`src/rtl/rxring_pkg.sv`:
```
package rxring_pkg;
   localparam int LEN_W  = 13;
   localparam int OWN_B  = 15;
   localparam int BAD_B  = 14;
   localparam int OVF_B  = 16;
   localparam int LONG_B = 17;

   typedef enum logic [3:0] {
      S_OFF, S_RD_STAT, S_WT_STAT, S_POLL, S_RD_BUF, S_WT_BUF,
      S_RD_LEN, S_WT_LEN, S_RECV, S_WR_STAT, S_RD_NEXT, S_WT_NEXT
   } rx_st_e;

   function automatic logic [31:0] mk_status(input logic [LEN_W-1:0] len,
                                             input logic bad, input logic ovf,
                                             input logic lng);
      logic [31:0] s;
      s = '0;
      s[LEN_W-1:0] = len;
      s[OWN_B]     = 1'b1;
      s[BAD_B]     = bad;
      s[OVF_B]     = ovf;
      s[LONG_B]    = lng;
      return s;
   endfunction
endpackage

```
`src/rtl/rxring_cfg.sv`:
```
module rxring_cfg #(
   parameter int AW       = 32,
   parameter int POLL_W   = 8,
   parameter int MFS_W    = 13,
   parameter int POLL_RST = 100,
   parameter int MFS_RST  = 1528
) (
   input  logic              clk,
   input  logic              rst_n,
   input  logic              cfg_we,
   input  logic [1:0]        cfg_sel,
   input  logic [31:0]       cfg_wdata,
   output logic [AW-1:0]     lptr,
   output logic [POLL_W-1:0] poll_per,
   output logic [MFS_W-1:0]  max_fs,
   output logic              en
);
   always_ff @(posedge clk) begin
      if (!rst_n) begin
         lptr     <= '0;
         poll_per <= POLL_W'(POLL_RST);
         max_fs   <= MFS_W'(MFS_RST);
         en       <= 1'b0;
      end else if (cfg_we) begin
         case (cfg_sel)
            2'd0:    lptr     <= cfg_wdata[AW-1:0];
            2'd1:    poll_per <= cfg_wdata[POLL_W-1:0];
            2'd2:    max_fs   <= cfg_wdata[MFS_W-1:0];
            default: en       <= cfg_wdata[0];
         endcase
      end
   end
endmodule

```
`src/rtl/rxring_poll_timer.sv`:
```
module rxring_poll_timer #(
   parameter int POLL_W    = 8,
   parameter int POLL_UNIT = 4
) (
   input  logic              clk,
   input  logic              rst_n,
   input  logic              start,
   input  logic [POLL_W-1:0] period,
   output logic              done
);
   localparam int TW = POLL_W + $clog2(POLL_UNIT + 1);

   logic [TW-1:0] cnt, scaled, load;

   generate
      if (POLL_UNIT == 1) begin : g_unit1
         assign scaled = TW'(period);
      end else begin : g_unitn
         assign scaled = TW'(period) * TW'(POLL_UNIT);
      end
   endgenerate

   assign load = (period == '0) ? TW'(POLL_UNIT) : scaled;

   always_ff @(posedge clk) begin
      if (!rst_n)              cnt <= '0;
      else if (start)          cnt <= load;
      else if (cnt != '0)      cnt <= cnt - 1'b1;
   end

   assign done = (cnt == TW'(1));
endmodule

```
`src/rtl/rxring_lane_pack.sv`:
```
module rxring_lane_pack #(
   parameter bit LITTLE = 1'b1
) (
   input  logic        clk,
   input  logic        rst_n,
   input  logic        clr,
   input  logic        push,
   input  logic [1:0]  lane,
   input  logic [7:0]  byt,
   output logic [31:0] word_nx,
   output logic [3:0]  be_nx
);
   logic [31:0] acc;
   logic [1:0]  slot;
   logic [3:0]  upto;

   always_comb begin
      case (lane)
         2'd0:    upto = 4'b0001;
         2'd1:    upto = 4'b0011;
         2'd2:    upto = 4'b0111;
         default: upto = 4'b1111;
      endcase
   end

   generate
      if (LITTLE) begin : g_le
         assign slot  = lane;
         assign be_nx = upto;
      end else begin : g_be
         assign slot  = ~lane;
         assign be_nx = {upto[0], upto[1], upto[2], upto[3]};
      end
   endgenerate

   always_comb begin
      word_nx = acc;
      word_nx[8*slot +: 8] = byt;
   end

   always_ff @(posedge clk) begin
      if (!rst_n || clr) acc <= '0;
      else if (push)     acc <= word_nx;
   end
endmodule

```
`src/rtl/rxring_engine.sv`:
```
module rxring_engine
   import rxring_pkg::*;
#(
   parameter int AW           = 32,
   parameter int POLL_W       = 8,
   parameter int POLL_UNIT    = 4,
   parameter int MFS_W        = 13,
   parameter int CNT_W        = 16,
   parameter bit LITTLE_LANES = 1'b1
) (
   input  logic          clk,
   input  logic          rst_n,
   input  logic          cfg_we,
   input  logic [1:0]    cfg_sel,
   input  logic [31:0]   cfg_wdata,
   input  logic          in_valid,
   input  logic [7:0]    in_data,
   input  logic          in_last,
   input  logic          in_err,
   output logic          in_ready,
   output logic          mem_req,
   output logic          mem_we,
   output logic [AW-1:0] mem_addr,
   output logic [3:0]    mem_be,
   output logic [31:0]   mem_wdata,
   input  logic [31:0]   mem_rdata
);
   localparam logic [CNT_W-1:0] CNT_MAX = '1;
   localparam logic [CNT_W-1:0] LEN_MAX = CNT_W'((1 << LEN_W) - 1);

   generate
      if (AW < 8 || AW > 32)     begin : g_bad_aw  $error("AW out of range");        end
      if (POLL_UNIT < 1)         begin : g_bad_pu  $error("POLL_UNIT must be >= 1"); end
      if (CNT_W <= LEN_W)        begin : g_bad_cw  $error("CNT_W too narrow");       end
      if (CNT_W > AW)            begin : g_bad_cw2 $error("CNT_W exceeds AW");       end
      if (MFS_W > CNT_W)         begin : g_bad_mfs $error("MFS_W exceeds CNT_W");    end
   endgenerate

   logic [AW-1:0]     lptr;
   logic [POLL_W-1:0] poll_per;
   logic [MFS_W-1:0]  max_fs;
   logic              en;

   rxring_cfg #(.AW(AW), .POLL_W(POLL_W), .MFS_W(MFS_W)) u_cfg (
      .clk(clk), .rst_n(rst_n), .cfg_we(cfg_we), .cfg_sel(cfg_sel),
      .cfg_wdata(cfg_wdata), .lptr(lptr), .poll_per(poll_per),
      .max_fs(max_fs), .en(en));

   rx_st_e st, st_nx;
   logic [AW-1:0]    cur, buf_base;
   logic [LEN_W-1:0] buf_size;
   logic [CNT_W-1:0] cnt;
   logic             bad_q, ovf_q;
   logic             t_start, t_done;

   assign t_start = (st == S_WT_STAT) && (mem_rdata != '0);

   rxring_poll_timer #(.POLL_W(POLL_W), .POLL_UNIT(POLL_UNIT)) u_tmr (
      .clk(clk), .rst_n(rst_n), .start(t_start), .period(poll_per),
      .done(t_done));

   logic        fire, in_buf, lane_end, data_wr;
   logic [1:0]  lane;
   logic [31:0] word_nx, stat_word;
   logic [3:0]  be_nx;
   logic [LEN_W-1:0] len_sat;
   logic        too_long;
   logic        is_wr_stat, is_wt_stat, is_wt_next;

   assign in_ready = (st == S_RECV);
   assign fire     = in_ready && in_valid;
   assign lane     = cnt[1:0];
   assign in_buf   = cnt < CNT_W'(buf_size);
   assign lane_end = (lane == 2'd3) || in_last || ((cnt + 1'b1) == CNT_W'(buf_size));
   assign data_wr  = fire && in_buf && lane_end;

   rxring_lane_pack #(.LITTLE(LITTLE_LANES)) u_pack (
      .clk(clk), .rst_n(rst_n), .clr(st == S_WT_LEN), .push(fire && in_buf),
      .lane(lane), .byt(in_data), .word_nx(word_nx), .be_nx(be_nx));

   assign len_sat   = (cnt > LEN_MAX) ? LEN_MAX[LEN_W-1:0] : cnt[LEN_W-1:0];
   assign too_long  = cnt > CNT_W'(max_fs);
   assign stat_word = mk_status(len_sat, bad_q, ovf_q, too_long);

   assign is_wr_stat = (st == S_WR_STAT);
   assign is_wt_stat = (st == S_WT_STAT);
   assign is_wt_next = (st == S_WT_NEXT);

   always_comb begin
      st_nx = st;
      case (st)
         S_OFF:     if (en) st_nx = S_RD_STAT;
         S_RD_STAT: st_nx = en ? S_WT_STAT : S_OFF;
         S_WT_STAT: st_nx = (mem_rdata == '0) ? S_RD_BUF : S_POLL;
         S_POLL:    if (!en) st_nx = S_OFF; else if (t_done) st_nx = S_RD_STAT;
         S_RD_BUF:  st_nx = S_WT_BUF;
         S_WT_BUF:  st_nx = S_RD_LEN;
         S_RD_LEN:  st_nx = S_WT_LEN;
         S_WT_LEN:  st_nx = S_RECV;
         S_RECV:    if (fire && in_last) st_nx = S_WR_STAT;
         S_WR_STAT: st_nx = S_RD_NEXT;
         S_RD_NEXT: st_nx = S_WT_NEXT;
         S_WT_NEXT: st_nx = S_RD_STAT;
         default:   st_nx = S_OFF;
      endcase
   end

   always_ff @(posedge clk) begin
      if (!rst_n) begin
         st       <= S_OFF;
         cur      <= '0;
         buf_base <= '0;
         buf_size <= '0;
         cnt      <= '0;
         bad_q    <= 1'b0;
         ovf_q    <= 1'b0;
      end else begin
         st <= st_nx;
         case (st)
            S_OFF:     if (en) cur <= lptr;
            S_WT_BUF:  buf_base <= mem_rdata[AW-1:0];
            S_WT_LEN: begin
               buf_size <= mem_rdata[LEN_W-1:0];
               cnt      <= '0;
               bad_q    <= 1'b0;
               ovf_q    <= 1'b0;
            end
            S_RECV: if (fire) begin
               if (cnt != CNT_MAX) cnt <= cnt + 1'b1;
               if (in_err)  bad_q <= 1'b1;
               if (!in_buf) ovf_q <= 1'b1;
            end
            S_WT_NEXT: cur <= mem_rdata[AW-1:0];
            default: ;
         endcase
      end
   end

   always_comb begin
      mem_req   = 1'b0;
      mem_we    = 1'b0;
      mem_addr  = '0;
      mem_be    = 4'h0;
      mem_wdata = '0;
      case (st)
         S_RD_STAT: begin mem_req = 1'b1; mem_addr = cur + AW'(4);  end
         S_RD_BUF:  begin mem_req = 1'b1; mem_addr = cur + AW'(8);  end
         S_RD_LEN:  begin mem_req = 1'b1; mem_addr = cur + AW'(12); end
         S_RD_NEXT: begin mem_req = 1'b1; mem_addr = cur;           end
         S_RECV: begin
            mem_req   = data_wr;
            mem_we    = data_wr;
            mem_addr  = buf_base + AW'({cnt[CNT_W-1:2], 2'b00});
            mem_be    = be_nx;
            mem_wdata = word_nx;
         end
         S_WR_STAT: begin
            mem_req   = 1'b1;
            mem_we    = 1'b1;
            mem_addr  = cur + AW'(4);
            mem_be    = 4'hF;
            mem_wdata = stat_word;
         end
         default: ;
      endcase
   end
endmodule

```
`config.mk`:
```
export PLATFORM = sky130hd
export DESIGN_NAME = rxring_engine
export DESIGN_NICKNAME = d
export VERILOG_FILES = /design/src/rtl/rxring_pkg.sv /design/src/rtl/rxring_cfg.sv /design/src/rtl/rxring_poll_timer.sv /design/src/rtl/rxring_lane_pack.sv /design/src/rtl/rxring_engine.sv
export SDC_FILE = /design/constraint.sdc
export NUM_CORES = 1
export LEC_CHECK = 0
export ABC_AREA = 1
export BUFFER_PORTS_ARGS = -buffer_cell sky130_fd_sc_hd__buf_2
export CAP_MARGIN = 25
export CORE_MARGIN = 4
export CORE_UTILIZATION = 55
export CTS_CLUSTER_DIAMETER = 80
export CTS_CLUSTER_SIZE = 25
export DETAILED_ROUTE_END_ITERATION = 16
export HOLD_SLACK_MARGIN = 0.1
export PLACE_DENSITY = 0.77
export RECOVER_POWER = 50
export SYNTH_ARGS = -nofsm -noshare
export SYNTH_HDL_FRONTEND = slang
export SYNTH_HIERARCHICAL = 1
export SYNTH_SLANG_ARGS = --single-unit
```
`constraint.sdc`:
```
create_clock -name clk -period 2.75 [get_ports clk]
set_clock_uncertainty 0.05 [all_clocks]
set_input_delay 0.1375 -clock clk [delete_from_list [all_inputs] [get_ports clk]]
set_output_delay 0.1375 -clock clk [all_outputs]
set_load 0.05 [all_outputs]
```
==> run metrics, run 1 <==
status complete, but fails checks; failing checks max-capacitance violations, negative setup slack; commonest non-fill, non-tap cell in the layout nand2_1; YS warnings 6; Initial DRT Pass Iterations 6; final worst path period share 100%; H-tree levels 4; Worst-path clk slew 90 ps; CTS tree yes; FP Rows 57; Post-synth ARST share 0%; clock buffer depth 2; RSZ-0062 raised after global routing yes; crit-path max FO 5; full die area 27800 um2; Die Height 167 um; share of the synthesized area in the top cell type 28.4%; worst-skew pair later-pin latency 460 ps; crit path capture type output port; Wirelength per Cell 18.2 um; Reg-to-Reg End cnt[3]$_SDFFE_PN0P_; Worst EP arrival 2570 ps; Register Area 3960 um2; Worst Tran Pin Value 1480 ps; Final nets 2606; leakage 8.04 nW; Slew Limit Fails 0; Yosys reg bits 196; CP Data Required Time 2560 ps; Sinks on Clock Net 196; Hold Path Depth 7; worst r2r path cells 7; gr ovfl total 0; initial antenna violation count 0; Max-Cap Viols 1; fin area 17300 um2; hold path startpoint in_data[5]; global-route wire length before repair 77800 um; top cells by area, synth dfxtp_1 (28%), nand2_1 (14%), inv_1 (8.1%), nand3_1 (7.6%), nor2_1 (7.3%); total wire length 51000 um; Cell Pwr Density 415 nW/um2; initial DRC count 2136; I/O Buffers 150; number of diodes 0; vias in the first global route 14600; worst min path class input pin to flop; maximum vdd ir drop 0.000434 V; Cell variety after synth 55; hold endpoint u_pack/acc[29]$_SDFFE_PP0P_; Area after DPL 15100 um2; fin cells 2809; number of synthesized flops with an enable pin 0; Filler cells 2182; syn_area_per_cell 6.19 um2; initial core utilization 56.4%; Yosys top cell by area dfxtp_1; multi-input logic area 8770 um2; kind of critical path flop to output port; post-synthesis sequential area ratio 28.4%; DRC violations left 0; placed insts 2682; post-route ant nets 0; vias per cell 5.73; Slew HR 1.03%; num ports 151; placer congestion estimate 1.07; Area growth syn-to-layout 24.7%; Final Hold Fails 0; clock root buffer clkbuf_16; Core ar. 24500 um2; fraction of layout cells with a size suffix above 1 19.4%; Die X 167 um; Cells after Synth 2236; largest net degree at the start of global routing 65; CTS buffer count 17; final core utilization 70.3%; flop-to-flop setup slack 120 ps; crit start category flop; Post-synth top flop dfxtp_1; reg2reg start st[0]$_SDFFE_PN0P_; highest-count cells in the layout ignoring fill and taps nand2_1 (505), inv_1 (294), nor2_1 (257), nand3_1 (209), dfxtp_1 (170); Final WS setup -6.40 ps; Post-Syn Nets 2370; # setup viols final 1; Detailed Place HPWL 36500 um; vias 16100; post-synthesis cell area 13800 um2; post-layout min period 2760 ps; TNS Setup -6.40 ps; Fmax 363 MHz; gr usage total 34.4%
[kinds of logic after synthesis]
logic type / synth area share, %
other: 0.0271
adder cells (fa/ha/maj): 4.99
AO/OA/AOI/OAI: 16.7
flip-flops: 28.4
XOR/XNOR: 0.931
AND/OR/NAND/NOR: 36.9
buffers and inverters: 12.1
[worst max path at each step]
stage / from / end / slack (ps) / cells after the start
finish: st[1]$_SDFFE_PN0P_ / mem_addr[10] / -6 / 10
global route: cnt[7]$_SDFFE_PN0P_ / mem_addr[21] / -80 / 11
CTS: buf_base[4]$_SDFFE_PN0P_ / mem_addr[23] / -20 / 13
detailed placement: st[2]$_SDFFE_PN0P_ / mem_addr[19] / 140 / 14
global placement: st[2]$_SDFFE_PN0P_ / mem_addr[19] / 180 / 14
floorplan: st[0]$_SDFFE_PN0P_ / mem_addr[10] / 20 / 9
[metrics by stage]
stage          hold WS [ps]  power, mW  worst slack, ps
2_1_floorplan           222       4.04             15.0
3_3_place_gp            343       4.39              177
3_5_place_dp            340       4.42              135
4_1_cts                 105       7.09            -17.2
5_1_grt                 130       7.44            -81.2
6_report                114       7.16            -6.40
[cells in the mapped netlist (5+ instances only)]
| cell | instances |
|---|---|
| a211oi_1 | 51 |
| a211oi_2 | 5 |
| a21oi_1 | 149 |
| a31oi_1 | 19 |
| buf_1 | 15 |
| buf_2 | 39 |
| clkbuf_1 | 31 |
| dfxtp_1 | 196 |
| ha_1 | 52 |
| inv_1 | 298 |
| inv_2 | 21 |
| nand2_1 | 528 |
| nand2_2 | 10 |
| nand3_1 | 211 |
| nand3_2 | 12 |
| nand3b_1 | 6 |
| nand4_1 | 33 |
| nor2_1 | 269 |
| nor2_2 | 15 |
| nor2_4 | 10 |
| nor3_1 | 27 |
| nor3_2 | 6 |
| nor4_1 | 5 |
| o2111ai_1 | 7 |
| o211ai_1 | 11 |
| o21ai_0 | 122 |
| o21ai_1 | 14 |
| or2_2 | 14 |
| xnor2_1 | 5 |
| xor2_1 | 7 |
[flip-flops by register name, indices dropped and copies added, names as in the netlist]
signal / flops
bad_q: 1
buf_base: 32
buf_size: 13
cnt: 16
cur: 32
ovf_q: 1
st: 4
u_cfg/en: 1
u_cfg/lptr: 32
u_cfg/max_fs: 13
u_cfg/poll_per: 8
u_pack/acc: 32
u_tmr/cnt: 11
[per-layer routing]
metal / share of wire, % / vias to the layer above / track usage, %
met2: 43 / 863 / 52.4
li1: - / 7747 / -
met4: 3.6 / 0 / 12.2
met1: 42 / 7352 / 47.4
met5: 0 / - / 0
met3: 11 / 137 / 8.82
[where the power goes]
group | internal [mW] | switching, mW | total, mW
sequential | 2.97 | 0.131 | 3.10
combinational | 0.528 | 0.885 | 1.41
clock | 1.25 | 1.39 | 2.64
[what timing repair did]
| action | in CTS | in global routing |
|---|---|---|
| hold buffers | 73 | 0 |
| resized for setup | 70 | 145 |
| pin swaps | 12 | 26 |
| gates cloned | 0 | 1 |
| setup buffers | 11 | 10 |
| endpoints found under the setup margin | 43 | 64 |
| hold endpoints to repair | 112 | 0 |
[final cells by class]
class	instances	area share, %
clock buffer	18	2.49
clock inverter	14	0.993
inverter	324	7.12
multi-input combinational	1623	50.8
sequential	196	22.9
tap	324	2.35
timing repair buffer	310	13.3
[worst max-delay path, stage by stage, from the launching register on]
cell and delay (ps):
dfxtp_2 370, nor2_4 50, nand2_4 80, fa_2 220, inv_2 50, nor2_2 230
nand2_4 130, o22ai_4 230, o21ai_0 100, o21ai_0 370, buf_4 280
No activity file was read; power rests on OpenSTA's default activity.
==> inputs of run 2 (changes only) <==
--- a/config.mk
+++ b/config.mk
@@ -9,14 +9,13 @@
 export BUFFER_PORTS_ARGS = -buffer_cell sky130_fd_sc_hd__buf_2
 export CAP_MARGIN = 25
 export CORE_MARGIN = 4
-export CORE_UTILIZATION = 55
+export CORE_UTILIZATION = 39
 export CTS_CLUSTER_DIAMETER = 80
 export CTS_CLUSTER_SIZE = 25
 export DETAILED_ROUTE_END_ITERATION = 16
 export HOLD_SLACK_MARGIN = 0.1
-export PLACE_DENSITY = 0.77
+export PLACE_DENSITY = 0.59
 export RECOVER_POWER = 50
 export SYNTH_ARGS = -nofsm -noshare
 export SYNTH_HDL_FRONTEND = slang
-export SYNTH_HIERARCHICAL = 1
 export SYNTH_SLANG_ARGS = --single-unit
==> run 2 against run 1 <==
  * The flow finishes with violations (negative setup slack)
  * Global-route usage shrank 5.6 points
  * Worst hold slack hardly changed
  * Utilization fell by 18 points
  * First-iteration DRC count is 43% lower
  * Sequential share of layout area rose by 0.18 points
  * Power down 0.47%
  * Largest cell class unchanged
  * Die area rose by 30%
  * Routed wire length grew 4.5%
==> run metrics, run 2 <==
total wire length 53300 um; Synth Area in Simple Gates 31.8%; crit start category flop; Worst Tran Pin Value 1500 ps; worst min path class input pin to flop; FP Rows 66; YS warnings 0; top cells by area, synth dfxtp_1 (30%), nand2_1 (12%), nor2_1 (7.7%), inv_1 (7.2%), o21ai_0 (7.1%); Cell Pwr Density 416 nW/um2; post-layout min period 2820 ps; kind of critical path flop to output port; Worst-path clk slew 80 ps; num ports 151; Fmax 354 MHz; initial DRC count 1215; largest net degree at the start of global routing 92; final core utilization 52.6%; Buf/Inv on CP 4; maximum vdd ir drop 0.000476 V; critical path cell sequence nor2_4, nand2_2, ha_4, nand2_2, a21oi_2, nand2_2, nor2_4, buf_4, buf_6, nand3_2, a31oi_1, buf_4, nand2_4, buf_8; highest-count cells in the layout ignoring fill and taps nand2_1 (392), inv_1 (234), nor2_1 (229), dfxtp_1 (178), o21ai_0 (150); post-route ant nets 0; leakage 7.38 nW; RSZ-0062 raised after global routing yes; most used cell along the critical path nand2_2; Post-synth ARST share 0%; initial antenna violation count 0; worst-skew pair later-pin latency 460 ps; Area after DPL 14800 um2; placer congestion estimate 0.980; fin area 17100 um2; Slew HR 0.146%; Pint 4.97 mW; global-route wire length before repair 80600 um; CTS tree yes; Die X 190 um; wl on met1 24600 um; failing checks negative setup slack; Max-Cap Viols 0; slowest stage delay, CP 360 ps; TNS Setup -202 ps; switching fraction of total power 30.2%; Commonest cells post-synth nand2_1 (414), nor2_1 (266), inv_1 (246), dfxtp_1 (196), o21ai_0 (182); vias per cell 5.48; Detailed Place HPWL 40300 um; gr usage total 28.7%; I/O Buffers 150; Final WS setup -71.3 ps; met3 WL 4530 um; Synth Area in Adders 5.17%; post-synthesis sequential area ratio 30.5%; Hold Slack 114 ps; hold endpoint u_pack.acc[20]$_SDFFE_PP0N_; Detail Route met2 WL 23000 um; mux contribution to synthesized area 0%; Initial DRT Pass Iterations 6; Slew Limit Fails 0; commonest non-fill, non-tap cell in the layout nand2_1; fin cells 2777; CP Data Required Time 2560 ps; Reg-to-Reg End buf_base[27]$_SDFFE_PN0P_; initial core utilization 39.6%; final worst path period share 103%; vias in the first global route 14000; Post-Synth XOR/XNOR Area 1.34%; Cells after Synth 2046; Hold Path Depth 5; number of diodes 0; vias 15200; Sinks on Clock Net 196; post-synthesis cell area 12900 um2; hold path startpoint in_data[4]; reg2reg start st[1]$_SDFFE_PN0P_; fraction of layout cells with a size suffix above 1 21.0%; Final nets 2454; Cell variety after synth 46; worst r2r path cells 8; # setup viols final 7; number of synthesized flops with an enable pin 0; share of the synthesized area in the top cell type 30.5%; compound-cell area share of the yosys netlist 21.1%; Die Height 190 um; Post-Syn Nets 2178; Core ar. 32500 um2; Yosys top cell by area dfxtp_1; cell family with most CP delay simple AND/OR/NAND/NOR gates; Yosys reg bits 196; Comb pwr share 18.0%; part of the power in the clock network 38.8%; Final Hold Fails 0; highest routed layer met4; Sequential Power Share 43.1%; gr ovfl total 0; crit-path max FO 3; crit path capture type output port; Wirelength per Cell 19.2 um; status complete, but fails checks; P_sw 2.15 mW; full die area 36000 um2; Post-synth top flop dfxtp_1; largest family of logic cells by synthesized area simple AND/OR/NAND/NOR gates; Area growth syn-to-layout 32.9%; CTS buffer count 17; H-tree levels 4; flop-to-flop setup slack 270 ps; DRC violations left 0; dominant cell by count in the synthesized netlist nand2_1; syn_area_per_cell 6.30 um2; placed insts 2662; CP max stage cell dfxtp_4; Worst EP arrival 2630 ps; clock buffer depth 2; clock root buffer clkbuf_16
==> run 2: cell count changes after synthesis, moves of 11 or more <==
cell | previous run | this run
nand2_1 | 528 | 414
o21ai_0 | 122 | 182
nand3_1 | 211 | 152
inv_1 | 298 | 246
clkbuf_1 | 31 | 70
buf_2 | 39 | 9
nand4_1 | 33 | 56
a22oi_1 | 1 | 19
inv_2 | 21 | 4
o22ai_1 | 2 | 16
nor3_1 | 27 | 40
nand3_2 | 12 | 1
==> run 2: area by class of cell <==
type / count / area [um2]
Sequential cell: 196 / 3960
Inverter: 256 / 973
Clock buffer: 18 / 439
Clock inverter: 14 / 190
Fill cell: 3318 / 15400
Timing Repair Buffer: 346 / 2680
Multi-Input combinational cell: 1505 / 8330
Tap cell: 442 / 553
==> run 2: logic make-up (layout without fill, tap and decap cells) <==
group                    Yosys count  after routing
buffers and inverters            345            634
adder cells (fa/ha/maj)           52             52
AND/OR/NAND/NOR                  962            962
AO/OA/AOI/OAI                    473            473
XOR/XNOR                          18             18
flip-flops                       196            196
==> run 2: worst max path at each step <==
stage,start,end,slack (ps),cells after the start
floorplan,st[0]$_SDFFE_PN0P_,mem_addr[10],-70,9
global placement,cnt[11]$_SDFFE_PN0P_,mem_addr[28],40,12
detailed placement,cnt[11]$_SDFFE_PN0P_,mem_addr[28],20,12
CTS,st[0]$_SDFFE_PN0P_,mem_addr[27],-140,16
global route,st[0]$_SDFFE_PN0P_,mem_addr[31],-190,16
finish,st[1]$_SDFFE_PN0P_,mem_addr[23],-70,14
==> run 2: per-stage QoR <==
stage | power [mW] | setup slack, ps
5_1_grt | 7.45 | -190
3_5_place_dp | 4.30 | 24.2
4_1_cts | 7.15 | -142
6_report | 7.12 | -71.3
3_3_place_gp | 4.29 | 44.8
2_1_floorplan | 3.90 | -65.7
==> run 2: worst min-delay path, delay by kind of cell <==
kind                   cells  cell delay (ps)
buffers and inverters      1               90
and+or+nand+nor            2              140
AOI/OAI and AO/OA          2              220
==> run 2: what timing repair did <==
| action | 4_1_cts | 5_1_grt |
|---|---|---|
| pin swaps | 19 | 39 |
| gates resized for setup | 159 | 118 |
| hold buffers | 67 | 0 |
| hold endpoints to repair | 109 | 0 |
| setup buffers | 7 | 12 |
| setup endpoints to repair | 43 | 50 |
==> run 2: metal layers <==
layer,up-vias,track usage [%]
met5,-,0
met4,0,8.51
met3,75,6.53
met2,593,43.4
met1,7126,41.0
li1,7428,-
==> run 2: power by group through the flow <==
stage,registers [mW],clock network (mW),logic [mW]
2_1_floorplan,3.11,0,0.788
3_3_place_gp,3.13,0,1.15
3_5_place_dp,3.14,0,1.16
4_1_cts,3.07,2.81,1.26
5_1_grt,3.08,2.92,1.44
6_report,3.07,2.77,1.28
